### config.mk
export PLATFORM = sky130hd
export DESIGN_NAME = csd_fir_core
export DESIGN_NICKNAME = d
export VERILOG_FILES = /design/src/rtl/csd_fir_pkg.sv /design/src/rtl/csd_fir_delay_line.sv /design/src/rtl/csd_fir_rows.sv /design/src/rtl/csd_fir_group_stage.sv /design/src/rtl/csd_fir_merge_stage.sv /design/src/rtl/csd_fir_core.sv
export SDC_FILE = /design/constraint.sdc
export NUM_CORES = 1
export LEC_CHECK = 0
export ABC_AREA = 0
export BUFFER_PORTS_ARGS = -buffer_cell sky130_fd_sc_hd__buf_2
export CORE_MARGIN = 2
export CORE_UTILIZATION = 65
export DETAILED_ROUTE_END_ITERATION = 10
export GPL_TIMING_DRIVEN = 0
export PLACE_DENSITY = 0.83
export SYNTH_ARGS = -nofsm -noshare
export SYNTH_HDL_FRONTEND = slang
export SYNTH_SLANG_ARGS = --single-unit
### constraint.sdc
create_clock -name clk -period 6.6 [get_ports clk]
set_input_delay 0.66 -clock clk [delete_from_list [all_inputs] [get_ports clk]]
set_output_delay 0.66 -clock clk [all_outputs]
set_load 0.005 [all_outputs]
### src/rtl/csd_fir_pkg.sv
package csd_fir_pkg;

    // Width of the carry-save result vectors handed to the final adder.
    localparam int unsigned ACC_W = 24;

    typedef logic [ACC_W-1:0] acc_t;

    typedef struct packed {
        acc_t s;
        acc_t c;
    } cs_pair_t;

    // One 3:2 counter row: three addends in, a sum and a shifted carry out.
    function automatic cs_pair_t csa32(input acc_t a, input acc_t b, input acc_t c);
        cs_pair_t r;
        r.s = a ^ b ^ c;
        r.c = ((a & b) | (a & c) | (b & c)) << 1;
        return r;
    endfunction

    // 4:2 compressor built from two chained 3:2 counters.
    function automatic cs_pair_t compress42(input acc_t a, input acc_t b,
                                            input acc_t c, input acc_t d);
        cs_pair_t t;
        t = csa32(a, b, c);
        return csa32(t.s, t.c, d);
    endfunction

endpackage

### src/rtl/csd_fir_delay_line.sv
module csd_fir_delay_line #(
    parameter int NTAPS    = 8,
    parameter int SAMPLE_W = 8
) (
    input  logic                               clk,
    input  logic                               rst,
    input  logic                               in_valid,
    input  logic [SAMPLE_W-1:0]                in_sample,
    output logic [NTAPS-1:0][SAMPLE_W-1:0]     taps,
    output logic                               taps_valid
);

    always_ff @(posedge clk) begin
        if (rst) begin
            taps       <= '0;
            taps_valid <= 1'b0;
        end else begin
            taps_valid <= in_valid;
            if (in_valid) begin
                taps[0] <= in_sample;
                for (int k = 1; k < NTAPS; k++) begin
                    taps[k] <= taps[k-1];
                end
            end
        end
    end

    AST_DL_HOLD: assert property (@(posedge clk) disable iff (rst)
        !in_valid |=> $stable(taps));

endmodule

### src/rtl/csd_fir_rows.sv
module csd_fir_rows #(
    parameter int NTAPS    = 8,
    parameter int SAMPLE_W = 8,
    parameter int POS_W    = 3,
    parameter logic [NTAPS*POS_W-1:0] HI_POS = '0,
    parameter logic [NTAPS*POS_W-1:0] LO_POS = '0,
    parameter logic [NTAPS-1:0]       HI_NEG = '0,
    parameter logic [NTAPS-1:0]       LO_NEG = '0,
    parameter logic [NTAPS-1:0]       TAP_ON = '0,
    localparam int NROWS = 2 * NTAPS + 1
) (
    input  logic [NTAPS-1:0][SAMPLE_W-1:0]            taps,
    output logic [NROWS-1:0][csd_fir_pkg::ACC_W-1:0]  rows
);
    import csd_fir_pkg::*;

    // Number of inverted rows; each needs a +1 that is gathered here.
    function automatic int count_neg();
        int n;
        n = 0;
        for (int k = 0; k < NTAPS; k++) begin
            if (TAP_ON[k]) begin
                n += int'(HI_NEG[k]) + int'(LO_NEG[k]);
            end
        end
        return n;
    endfunction

    localparam int NEG_CNT = count_neg();

    for (genvar k = 0; k < NTAPS; k++) begin : g_tap
        if (TAP_ON[k]) begin : g_live
            acc_t xe, hi_sh, lo_sh;
            assign xe    = {{(ACC_W-SAMPLE_W){taps[k][SAMPLE_W-1]}}, taps[k]};
            assign hi_sh = xe << HI_POS[k*POS_W +: POS_W];
            assign lo_sh = xe << LO_POS[k*POS_W +: POS_W];
            assign rows[2*k]   = HI_NEG[k] ? ~hi_sh : hi_sh;
            assign rows[2*k+1] = LO_NEG[k] ? ~lo_sh : lo_sh;
        end else begin : g_dead
            assign rows[2*k]   = '0;
            assign rows[2*k+1] = '0;
        end
    end

    assign rows[NROWS-1] = acc_t'(NEG_CNT);

endmodule

### src/rtl/csd_fir_group_stage.sv
module csd_fir_group_stage #(
    parameter int NROWS = 17,
    localparam int NGRP = (NROWS + 3) / 4,
    localparam int NPAD = NGRP * 4
) (
    input  logic                                      clk,
    input  logic                                      rst,
    input  logic                                      in_valid,
    input  logic [NROWS-1:0][csd_fir_pkg::ACC_W-1:0]  rows,
    output logic [NGRP-1:0][csd_fir_pkg::ACC_W-1:0]   grp_s,
    output logic [NGRP-1:0][csd_fir_pkg::ACC_W-1:0]   grp_c,
    output logic                                      grp_valid
);
    import csd_fir_pkg::*;

    logic [NPAD-1:0][ACC_W-1:0] pad;

    always_comb begin
        pad = '0;
        for (int r = 0; r < NROWS; r++) begin
            pad[r] = rows[r];
        end
    end

    for (genvar g = 0; g < NGRP; g++) begin : g_grp
        cs_pair_t cmp;
        acc_t     s_q, c_q;

        always_comb begin
            cmp = compress42(pad[4*g], pad[4*g+1], pad[4*g+2], pad[4*g+3]);
        end

        always_ff @(posedge clk) begin
            if (rst) begin
                s_q <= '0;
                c_q <= '0;
            end else if (in_valid) begin
                s_q <= cmp.s;
                c_q <= cmp.c;
            end
        end

        assign grp_s[g] = s_q;
        assign grp_c[g] = c_q;

        AST_GROUP_CONSERVE: assert property (@(posedge clk) disable iff (rst)
            acc_t'(cmp.s + cmp.c) ==
            acc_t'(pad[4*g] + pad[4*g+1] + pad[4*g+2] + pad[4*g+3]));
    end

    always_ff @(posedge clk) begin
        if (rst) begin
            grp_valid <= 1'b0;
        end else begin
            grp_valid <= in_valid;
        end
    end

endmodule

### src/rtl/csd_fir_merge_stage.sv
module csd_fir_merge_stage #(
    parameter int NGRP = 5
) (
    input  logic                                     clk,
    input  logic                                     rst,
    input  logic                                     in_valid,
    input  logic [NGRP-1:0][csd_fir_pkg::ACC_W-1:0]  grp_s,
    input  logic [NGRP-1:0][csd_fir_pkg::ACC_W-1:0]  grp_c,
    output logic                                     out_valid,
    output logic [csd_fir_pkg::ACC_W-1:0]            out_sum,
    output logic [csd_fir_pkg::ACC_W-1:0]            out_carry
);
    import csd_fir_pkg::*;

    cs_pair_t acc;
    acc_t     grp_total;   // reference total, used only by the check below

    always_comb begin
        acc.s     = grp_s[0];
        acc.c     = grp_c[0];
        grp_total = grp_s[0] + grp_c[0];
        for (int g = 1; g < NGRP; g++) begin
            acc       = compress42(acc.s, acc.c, grp_s[g], grp_c[g]);
            grp_total = grp_total + grp_s[g] + grp_c[g];
        end
    end

    always_ff @(posedge clk) begin
        if (rst) begin
            out_valid <= 1'b0;
            out_sum   <= '0;
            out_carry <= '0;
        end else begin
            out_valid <= in_valid;
            if (in_valid) begin
                out_sum   <= acc.s;
                out_carry <= acc.c;
            end
        end
    end

    AST_MERGE_CONSERVE: assert property (@(posedge clk) disable iff (rst)
        in_valid |=> acc_t'(out_sum + out_carry) == $past(grp_total));

    AST_HOLD_IDLE: assert property (@(posedge clk) disable iff (rst)
        !out_valid |-> ($stable(out_sum) && $stable(out_carry)));

endmodule

### src/rtl/csd_fir_core.sv
module csd_fir_core #(
    parameter int NTAPS    = 8,
    parameter int SAMPLE_W = 8,
    parameter int COEF_W   = 6,
    localparam int POS_W   = $clog2(COEF_W),
    // Digit positions and signs per tap; tap k sits at slice k. Defaults give
    // 0, 3(=4-1), -6(=-8+2), 14(=16-2), 14, -6, 3, 0.
    parameter logic [NTAPS*POS_W-1:0] HI_POS =
        {3'd0, 3'd2, 3'd3, 3'd4, 3'd4, 3'd3, 3'd2, 3'd0},
    parameter logic [NTAPS*POS_W-1:0] LO_POS =
        {3'd0, 3'd0, 3'd1, 3'd1, 3'd1, 3'd1, 3'd0, 3'd0},
    parameter logic [NTAPS-1:0] HI_NEG = 8'b0010_0100,
    parameter logic [NTAPS-1:0] LO_NEG = 8'b0101_1010,
    parameter logic [NTAPS-1:0] TAP_ON = 8'b0111_1110
) (
    input  logic                            clk,
    input  logic                            rst,
    input  logic                            in_valid,
    input  logic [SAMPLE_W-1:0]             in_sample,
    output logic                            out_valid,
    output logic [csd_fir_pkg::ACC_W-1:0]   out_sum,
    output logic [csd_fir_pkg::ACC_W-1:0]   out_carry
);
    import csd_fir_pkg::*;

    localparam int NROWS = 2 * NTAPS + 1;
    localparam int NGRP  = (NROWS + 3) / 4;

    logic [NTAPS-1:0][SAMPLE_W-1:0] taps;
    logic                           taps_valid;
    logic [NROWS-1:0][ACC_W-1:0]    rows;
    logic [NGRP-1:0][ACC_W-1:0]     grp_s, grp_c;
    logic                           grp_valid;

    csd_fir_delay_line #(
        .NTAPS    (NTAPS),
        .SAMPLE_W (SAMPLE_W)
    ) u_dline (
        .clk        (clk),
        .rst        (rst),
        .in_valid   (in_valid),
        .in_sample  (in_sample),
        .taps       (taps),
        .taps_valid (taps_valid)
    );

    csd_fir_rows #(
        .NTAPS    (NTAPS),
        .SAMPLE_W (SAMPLE_W),
        .POS_W    (POS_W),
        .HI_POS   (HI_POS),
        .LO_POS   (LO_POS),
        .HI_NEG   (HI_NEG),
        .LO_NEG   (LO_NEG),
        .TAP_ON   (TAP_ON)
    ) u_rows (
        .taps (taps),
        .rows (rows)
    );

    csd_fir_group_stage #(
        .NROWS (NROWS)
    ) u_group (
        .clk       (clk),
        .rst       (rst),
        .in_valid  (taps_valid),
        .rows      (rows),
        .grp_s     (grp_s),
        .grp_c     (grp_c),
        .grp_valid (grp_valid)
    );

    csd_fir_merge_stage #(
        .NGRP (NGRP)
    ) u_merge (
        .clk       (clk),
        .rst       (rst),
        .in_valid  (grp_valid),
        .grp_s     (grp_s),
        .grp_c     (grp_c),
        .out_valid (out_valid),
        .out_sum   (out_sum),
        .out_carry (out_carry)
    );

    AST_VALID_LATENCY: assert property (@(posedge clk) disable iff (rst)
        out_valid |-> $past(in_valid, 3));

    AST_VALID_ISSUE: assert property (@(posedge clk) disable iff (rst)
        in_valid |-> ##3 out_valid);

    AST_RESET_CLEAR: assert property (@(posedge clk)
        $past(rst) |-> (!out_valid && out_sum == '0 && out_carry == '0));

endmodule

==> results of run 1 <==
## per-layer routing
layer	global-route usage	wire length, um	vias to the layer above
li1	-	-	2922
met1	0.358	9020	3132
met2	0.485	10600	194
met3	0.0684	1130	67
met4	0.154	972	0
met5	0	0	-
## how the worst max path moves through the flow
stage	start	to	slack [ps]	depth (start not counted)
after floorplan	u_group.g_grp[1].c_q[1]$_SDFFE_PP0P_	u_merge.out_sum[17]$_SDFFE_PP0P_	2060	15
after global placement	u_group.g_grp[1].c_q[1]$_SDFFE_PP0P_	u_merge.out_sum[17]$_SDFFE_PP0P_	1460	15
after detailed placement	u_group.g_grp[1].c_q[1]$_SDFFE_PP0P_	u_merge.out_sum[17]$_SDFFE_PP0P_	1380	15
after CTS	u_group.g_grp[1].c_q[1]$_SDFFE_PP0P_	u_merge.out_sum[17]$_SDFFE_PP0P_	1370	15
after global routing	u_group.g_grp[1].c_q[1]$_SDFFE_PP0P_	u_merge.out_sum[17]$_SDFFE_PP0P_	1060	15
final	u_group.g_grp[1].c_q[1]$_SDFFE_PP0P_	u_merge.out_sum[17]$_SDFFE_PP0P_	1410	15
## critical path, cell delays in order (launching register included)
cell	delay, ps
dfxtp_1	880
inv_1	380
ha_1	410
maj3_1	360
fa_1	520
fa_1	560
inv_1	70
fa_1	460
inv_1	140
ha_1	200
inv_1	70
fa_1	530
inv_1	40
ha_1	260
mux2i_1	130
nor2_1	50
## Yosys cell counts, drive strengths merged
library cell and count:
a211oi 28, a21oi 1, buf 49, clkbuf 9
conb 1, dfxtp 179, fa 98, ha 84
inv 72, maj3 1, mux2i 143, nand2 1
nand2b 2, nand4 1, nor2 176, nor2b 3
o22ai 4, xnor2 6
## area by class of cell
cell class / instances / share of cell area
clock buffers: 19 / 0.0410
inverters: 72 / 0.0250
well taps: 184 / 0.0213
plain buffers: 58 / 0.0348
clock inverters: 13 / 0.0168
repair buffers: 54 / 0.0250
flip-flops and latches: 179 / 0.331
multi-input cells: 551 / 0.505
## registers in the layout, indices dropped and copies added, names as in the netlist
register and count:
u_group.g_grp.s_q 43, u_group.grp_valid 1, u_merge.out_sum 20, u_merge.out_valid 1, u_dline.taps_valid 1, u_merge.out_carry 18, u_dline.taps 56, u_group.g_grp.c_q 39
## metrics by stage
stage	hold WS [ps]	total power, mW	cell area (um^2)	setup slack (ps)
floorplan	444	1.60	9690	2060
global placement	466	1.75	10200	1460
detailed placement	474	1.77	10200	1380
CTS	454	2.85	10800	1370
global route	476	2.98	10800	1060
finish	463	2.84	10800	1410
## cells by family after synthesis
family / count (synthesis) / synth area share
and+or+nand+nor: 183 / 0.0725
muxes: 143 / 0.148
AOI/OAI and AO/OA: 33 / 0.0248
adders and majority gates: 183 / 0.312
buffers and inverters: 130 / 0.0668
other: 1 / 0.000387
DFF: 179 / 0.370
xor gates and xnor gates: 6 / 0.00543
## power by group through the flow
stage	Combinational (mW)	Sequential (mW)	Clock, mW
2_1_floorplan	0.411	1.18	0
5_1_grt	0.675	1.17	1.13
3_5_place_dp	0.580	1.19	0
3_3_place_gp	0.556	1.19	0
6_report	0.598	1.17	1.08
4_1_cts	0.601	1.17	1.08
==> impl_results.md, run 1 <==
- Status: finished clean
- Final min period: 5190 ps
- Hold path startpoint: in_sample[3]
- Total of max-cap violations: 0
- Top cells by area, synth: dfxtp_1 (37%), fa_1 (20%), mux2i_1 (15%)
- Clock transition at the registers of the reported paths: 70 ps
- Via count: 6315
- Reg2reg start: u_group.g_grp[1].c_q[1]$_SDFFE_PP0P_
- P_int: 2.05 mW
- Yosys reg bits: 179
- FF-to-FF End: u_merge.out_sum[17]$_SDFFE_PP0P_
- Maximum VDD drop: 0.201 mV
- Final Max Slew Viols: 0
- I/O Pins: 60
- Initial DRC count: 368
- Cts repair resizes: 0
- Yosys top cell area share: 0.370
- Sw Share: 0.280
- Vias in the first global route: 6819
- Chip Height: 126 um
- Hold Path Depth: 3
- Arrival time worst endpoint: 5500 ps
- Setup Skew: 8.74 ps
- Flop2flop setup slack: 1410 ps
- PwrDens: 263 nW/um^2
- Worst-Margin Slew: 864 ps
- Final hold viol count: 0
- Synthesized area: 9680 um^2
- Period utilisation layout: 0.786
- Reg area: 3580 um^2
- Final setup fails: 0
- Final core area utilization: 0.744
- RSZ-0062 raised after global routing: no
- Commonest non-fill, non-tap cell in the layout: dfxtp_1
- Core area: 14500 um^2
- CTS buffer count: 17
- Clk sinks: 179
- CP startpoint kind: flip-flop
- Area of the multi-input gates: 5460 um^2
- Endpoint, Worst Hold: u_dline.taps[3]$_SDFFE_PP0P_
- Max Freq: 0.193 GHz
- Overflow after GRT: 0
- Total Routed Length: 21700 um
- Htree depth: 4
- Sequential area share after synthesis: 0.370
- Hold_buf cts: 0
- First-pass GRT wire length: 35400 um
- Relative slew margins: 0.423
- Site Rows: 44
- Max clock buf depth: 2
- Most frequent cells in the layout: dfxtp_1 (179), nor2_1 (176), mux2i_1 (143)
- Nets: 1126
- Largest net degree at the start of global routing: 17
- Root buffer cell: clkbuf_16
- Syn-to-layout area delta: 11.7%
- Req. time, crit path: 6920 ps
- Avg Inst Size Synth: 11.3 um^2
- Worst Setup Path Type: reg2reg
- Post-synthesis cell type count: 20
- Synth Warn #: 0
- Die Width: 126 um
- Setup Buffers After CTS: 0
- CTS tree: built
- Combinational Power Share: 0.210
- Initial Util: 0.666
- Register share of total power: 0.411
- Avg WL per Cell: 19.2 um
- Initial antenna violation count: 0
- Skew-Pair Late Insertion Delay: 440 ps
- Drt drc: 0
- Number of nets with antenna violations after routing: 0
- Diode count: 0
- Net Switching: 796 uW
- Leading area contributor after synthesis: dfxtp_1
- Placed Cells incl. Taps: 1098
- R2R depth: 15
- Layout Cells excl Fill: 1130
- Post-Syn Instances: 858
- IO buf count: 54
- Share of layout cells above drive strength 1: 0.142
- Drt first pass iters: 5
- Total Routing Usage GR: 0.293
- Crit. End Element: flip-flop
- # fillers: 987
- Die area: 15900 um^2
- GPL Wtd Cong: 0.877
- Detailed placement HPWL: 15600 um
- Setup tns final: 0 ps
- HP Class: in2reg
- Clock share of power: 0.379
- Vias per cell: 5.59
- Crit-path max FO: 12
- Pleak: 4.96 nW
Power figures use the tool's default switching activity.
==> run 2, diff against run 1 <==
Settings changed: CORE_UTILIZATION 65 to 55, PLACE_DENSITY 0.83 to 0.75.
Clock period 6.6 ns to 4.27 ns, I/O delays scaled along.
==> run 2 against run 1 <==
  * The flow now finishes with violations (setup timing)
  * Sequential power grew 54%
  * Register-to-register slack lost 1400 ps
  * Sequential share of layout area decreased by 0.37 points
  * Utilization is 11 points lower
  * Power up 55%
  * Setup slack worse by 1400 ps
  * Die area increased by 18%
  * Non-clock buffer count is 5 higher
  * Clock power grew 57%
  * Critical path depth decreased by 4
  * Via count fell by 3.5%
==> impl_results.md, run 2 (synthesized netlist as in run 1, its figures left out) <==
- Status: complete, but fails checks
- Failing checks: setup timing
- Clk sinks: 179
- Period utilisation layout: 1.00
- Most frequent cells in the layout: dfxtp_1 (178), nor2_1 (176), mux2i_1 (143)
- Final hold viol count: 0
- Vias in the first global route: 6246
- Vias per cell: 5.18
- Worst-Margin Slew: 863 ps
- Core area: 17200 um^2
- PwrDens: 402 nW/um^2
- Root buffer cell: clkbuf_16
- Initial DRC count: 376
- Arrival time worst endpoint: 4570 ps
- Hold Path Depth: 3
- GR Util met3: 0.0452
- Site Rows: 48
- IO buf count: 54
- Syn-to-layout area delta: 13.1%
- M1 GR Usage: 0.313
- Commonest non-fill, non-tap cell in the layout: dfxtp_1
- Endpoint, Worst Hold: u_dline.taps[7]$_SDFFE_PP0P_
- Design Power: 4.41 mW
- CP max stage delay: 530 ps
- Final worst slack: -1.89 ps
- Pleak: 4.98 nW
- Nets: 1131
- Die area: 18700 um^2
- Total Routed Length: 21000 um
- Largest net degree at the start of global routing: 17
- Clock transition at the registers of the reported paths: 70 ps
- Detailed placement HPWL: 15400 um
- Final setup fails: 1
- Met2 usage: 0.406
- Hold path startpoint: in_sample[7]
- CP cell instances: buf_6 -> fa_1 -> fa_1 -> fa_1 -> fa_1 -> fa_1 -> fa_1 -> ha_1 -> ha_1 -> mux2i_1 -> nor2_1
- Total of max-cap violations: 0
- Hold_buf cts: 0
- Slowest library cell on the worst path: fa_1
- First-pass GRT wire length: 33300 um
- R2R depth: 11
- Register bank with the most flops: u_dline.taps
- Drt drc: 0
- Chip Height: 137 um
- FF-to-FF End: u_merge.out_sum[9]$_SDFFE_PP0P_
- I/O Pins: 60
- Crit path max-delay family: adder cells
- Max reg flops: 56
- Drt first pass iters: 5
- Die Width: 137 um
- Htree depth: 4
- Number of nets with antenna violations after routing: 0
- Final min period: 4270 ps
- Share of layout cells above drive strength 1: 0.152
- Final Max Slew Viols: 0
- WP buf/inv: 1
- CTS tree: built
- Setup Skew: 7.81 ps
- Critical Path Most Common Cell: fa_1
- Overflow after GRT: 0
- Diode count: 0
- Flop2flop setup slack: -2 ps
- Final core area utilization: 0.635
- Max Freq: 0.234 GHz
- Req. time, crit path: 4570 ps
- Initial Util: 0.562
- Via count: 6091
- Reg2reg start: u_group.g_grp[1].c_q[1]$_SDFFE_PP0P_
- Total Routing Usage GR: 0.240
- Crit. End Element: flip-flop
- RSZ-0062 raised after global routing: yes
- Maximum VDD drop: 0.306 mV
- CTS buffer count: 17
- Hold Slack: 235 ps
- CP startpoint kind: flip-flop
- Relative slew margins: 0.424
- GR peak layer: met2
- Worst Setup Path Type: reg2reg
- Max clock buf depth: 2
- Worst slack at placement: -396 ps
- HP Class: in2reg
- Setup tns final: -1.89 ps
- Skew-Pair Late Insertion Delay: 430 ps
- Avg WL per Cell: 17.9 um
- Crit-path max FO: 4
- Largest regs: u_dline.taps: 56 flops, u_group.g_grp.s_q: 43 flops, u_group.g_grp.c_q: 39 flops
- GPL Wtd Cong: 0.858
- Initial antenna violation count: 0
[run 2: stage by stage]
step                      cells  cell area, um^2
after global routing       1175            11000
final                      1175            11000
after detailed placement   1139            10200
after floorplan             860             9690
after CTS                  1174            10900
after global placement     1139            10200
[run 2: repair_timing]
item / CTS / global route
pin swaps: 1 / 3
endpoints found under the setup margin: 14 / 7
buffers inserted: 4 / 1
resized for setup: 3 / 3
[run 2: worst max-delay path by stage]
stage | start | end | cells past startpoint | slack (ps)
global placement | u_group.g_grp[1].c_q[1]$_SDFFE_PP0P_ | u_merge.out_sum[17]$_SDFFE_PP0P_ | 15 | -360
detailed placement | u_group.g_grp[1].c_q[1]$_SDFFE_PP0P_ | u_merge.out_sum[17]$_SDFFE_PP0P_ | 15 | -400
floorplan | u_group.g_grp[1].c_q[1]$_SDFFE_PP0P_ | u_merge.out_sum[17]$_SDFFE_PP0P_ | 15 | 30
CTS | u_group.g_grp[1].c_q[1]$_SDFFE_PP0P_ | u_merge.out_sum[9]$_SDFFE_PP0P_ | 11 | -40
global route | u_group.g_grp[1].c_q[1]$_SDFFE_PP0P_ | u_merge.out_sum[9]$_SDFFE_PP0P_ | 11 | -100
finish | u_group.g_grp[1].c_q[1]$_SDFFE_PP0P_ | u_merge.out_sum[9]$_SDFFE_PP0P_ | 11 | -2
[run 2: final cells by class]
type | count | area (um^2)
inverter | 72 | 273
tap | 225 | 282
sequential | 179 | 3590
clock buffer | 17 | 425
timing repair buffer | 59 | 312
clock inverter | 14 | 210
multi-input combinational | 551 | 5490
buffer | 58 | 377
fill | 1348 | 6290
[run 2: per-layer routing]
| metal | wire [um] | vias up |
|---|---|---|
| met1 | 9370 | 3010 |
| met4 | 475 | 0 |
| met5 | 0 | - |
| met3 | 658 | 28 |
| li1 | - | 2933 |
| met2 | 10500 | 120 |
[run 2: tightest hold or removal path: cells and delay by family]
| kind | cells | cell delay, ps |
|---|---|---|
| multiplexers | 1 | 50 |
| AND/OR/NAND/NOR | 1 | 70 |
| buffers and inverters | 1 | 80 |
[run 2: where the power goes]
group	internal (mW)	switching (mW)
sequential	1.74	0.0573
clock	1.03	0.662
combinational	0.423	0.487
==> run 3, diff against run 2 <==
Settings changed: CORE_UTILIZATION 55 to 61, PLACE_DENSITY 0.75 to 0.79.
Clock period 4.27 ns to 4.6 ns, I/O delays scaled along.
==> run 3 against run 2 <==
  * Count of clock-buffer cells in the layout is 5 higher
  * Sequential share of layout area is 0.067 points higher
  * Clock power is 7% lower
  * The run now ends clean
  * Setup slack better by 190 ps
  * Largest power group unchanged
  * Final cell count is 0.68% lower
  * Hold slack better by 23 ps
  * Wire length is 0.35% higher
  * First-iteration DRC count is 7.7% higher
==> impl_results.md, run 3 (synthesized netlist as in run 1, its figures left out) <==
- Status: finished clean
- Total Routed Length: 21100 um
- PwrDens: 374 nW/um^2
- Final min period: 4420 ps
- Final setup fails: 0
- GPL Wtd Cong: 0.849
- Commonest non-fill, non-tap cell in the layout: dfxtp_1
- P_int: 2.98 mW
- Placed Cells incl. Taps: 1130
- Most frequent cells in the layout: dfxtp_1 (178), nor2_1 (176), mux2i_1 (143)
- Setup tns final: 0 ps
- Endpoint, Worst Hold: u_dline.taps[4]$_SDFFE_PP0P_
- Largest regs: u_dline.taps: 56 flops, u_group.g_grp.s_q: 43 flops, u_group.g_grp.c_q: 39 flops
- Number of nets with antenna violations after routing: 0
- Reg2reg start: u_group.g_grp[1].c_q[1]$_SDFFE_PP0P_
- Total of max-cap violations: 0
- Worst Setup Path Type: reg2reg
- Combinational Power Share: 0.204
- Largest net degree at the start of global routing: 17
- Overflow after GRT: 0
- Req. time, crit path: 4920 ps
- IO buf count: 54
- Via count: 6255
- Setup Skew: 7.97 ps
- Chip Height: 130 um
- First-pass GRT wire length: 33300 um
- Register share of total power: 0.409
- R2R depth: 15
- Root buffer cell: clkbuf_16
- Core area: 15700 um^2
- Site Rows: 46
- Clock transition at the registers of the reported paths: 70 ps
- HP Class: in2reg
- Maximum VDD drop: 0.288 mV
- Arrival time worst endpoint: 4730 ps
- Hold path startpoint: in_sample[4]
- Flop2flop setup slack: 180 ps
- Max Freq: 0.226 GHz
- Worst slack at placement: -667 ps
- Net Switching: 1.11 mW
- Die Width: 130 um
- Pleak: 5.00 nW
- Clk sinks: 179
- Diode count: 0
- Initial Util: 0.616
- Die area: 16900 um^2
- Htree depth: 4
- Max reg flops: 56
- Detailed placement HPWL: 15200 um
- Vias in the first global route: 6309
- Share of layout cells above drive strength 1: 0.149
- Sw Share: 0.271
- Initial antenna violation count: 0
- CP startpoint kind: flip-flop
- Nets: 1132
- Final Max Slew Viols: 0
- I/O Pins: 60
- Drt first pass iters: 6
- Design Power: 4.09 mW
- Avg WL per Cell: 18.1 um
- Register bank with the most flops: u_dline.taps
- FF-to-FF End: u_merge.out_sum[17]$_SDFFE_PP0P_
- Syn-to-layout area delta: 12.9%
- Final hold viol count: 0
- Final worst slack: 183 ps
- Hold Path Depth: 3
- CTS tree: built
- Initial DRC count: 405
- Layout Cells excl Fill: 1167
- Drt drc: 0
- Worst-Margin Slew: 833 ps
- Period utilisation layout: 0.960
- Clock share of power: 0.387
- Max clock buf depth: 2
- Hold Slack: 257 ps
- Relative slew margins: 0.445
- Vias per cell: 5.36
- Crit-path max FO: 8
- Crit. End Element: flip-flop
- Total Routing Usage GR: 0.267
- CTS buffer count: 17
- Skew-Pair Late Insertion Delay: 440 ps
-- run 3: cell types whose count changed in the layout (fill, tap and decap cells not counted), sizes merged --
| cell | delta |
|---|---|
| clkinv | -1 |
| inv | -3 |
| clkbuf | +5 |
| bufinv | -1 |
| buf | +1 |
-- run 3: power groups by stage --
stage	logic [mW]	registers [mW]	clock network (mW)
after floorplan	0.590	1.70	0
after global placement	0.801	1.71	0
after detailed placement	0.824	1.71	0
after CTS	0.838	1.68	1.60
after global routing	0.960	1.68	1.66
final	0.833	1.67	1.58
-- run 3: how the worst max path moves through the flow --
stage / from / endpoint / slack (ps) / depth (start not counted)
floorplan: u_group.g_grp[1].c_q[1]$_SDFFE_PP0P_ / u_merge.out_sum[17]$_SDFFE_PP0P_ / 60 / 15
global placement: u_group.g_grp[1].c_q[1]$_SDFFE_PP0P_ / u_merge.out_sum[17]$_SDFFE_PP0P_ / -560 / 15
detailed placement: u_group.g_grp[1].c_q[1]$_SDFFE_PP0P_ / u_merge.out_sum[17]$_SDFFE_PP0P_ / -670 / 15
CTS: u_group.g_grp[1].c_q[1]$_SDFFE_PP0P_ / u_merge.out_sum[17]$_SDFFE_PP0P_ / 30 / 15
global route: u_group.g_grp[1].c_q[1]$_SDFFE_PP0P_ / u_merge.out_sum[17]$_SDFFE_PP0P_ / -6 / 15
finish: u_group.g_grp[1].c_q[1]$_SDFFE_PP0P_ / u_merge.out_sum[17]$_SDFFE_PP0P_ / 180 / 15
-- run 3: layout make-up --
type / instances / area (um^2)
timing repair buffer: 60 / 315
tap: 216 / 270
fill: 1133 / 4780
multi-input combinational: 551 / 5460
sequential: 179 / 3590
buffer: 58 / 377
clock inverter: 9 / 150
clock buffer: 22 / 494
inverter: 72 / 274
-- run 3: stage by stage --
step | utilization | cell area (um^2)
floorplan | - | 9690
global placement | 0.651 | 10200
detailed placement | 0.651 | 10200
CTS | 0.693 | 10900
global route | 0.695 | 10900
finish | 0.695 | 10900
-- run 3: layer usage --
metal	vias to the layer above	track usage	routed length, um
met5	-	0	0
met4	0	0.141	872
met3	56	0.0496	859
met2	165	0.429	10300
met1	3089	0.348	9070
li1	2945	-	-
-- run 3: repair_timing --
item	CTS	global route
cloned	0	0
endpoints found under the setup margin	20	2
setup buffers	1	5
hold buffers	0	0
resized for setup	3	0
-- run 3: critical path, cell delays in order, from the launching register on --
cell	delay, ps
dfxtp_4	450
clkinvlp_4	150
ha_1	320
maj3_1	360
fa_1	520
fa_1	560
inv_1	70
fa_1	450
inv_1	130
ha_1	190
inv_1	70
fa_1	530
inv_1	40
ha_1	260
mux2i_1	130
nor2_1	50
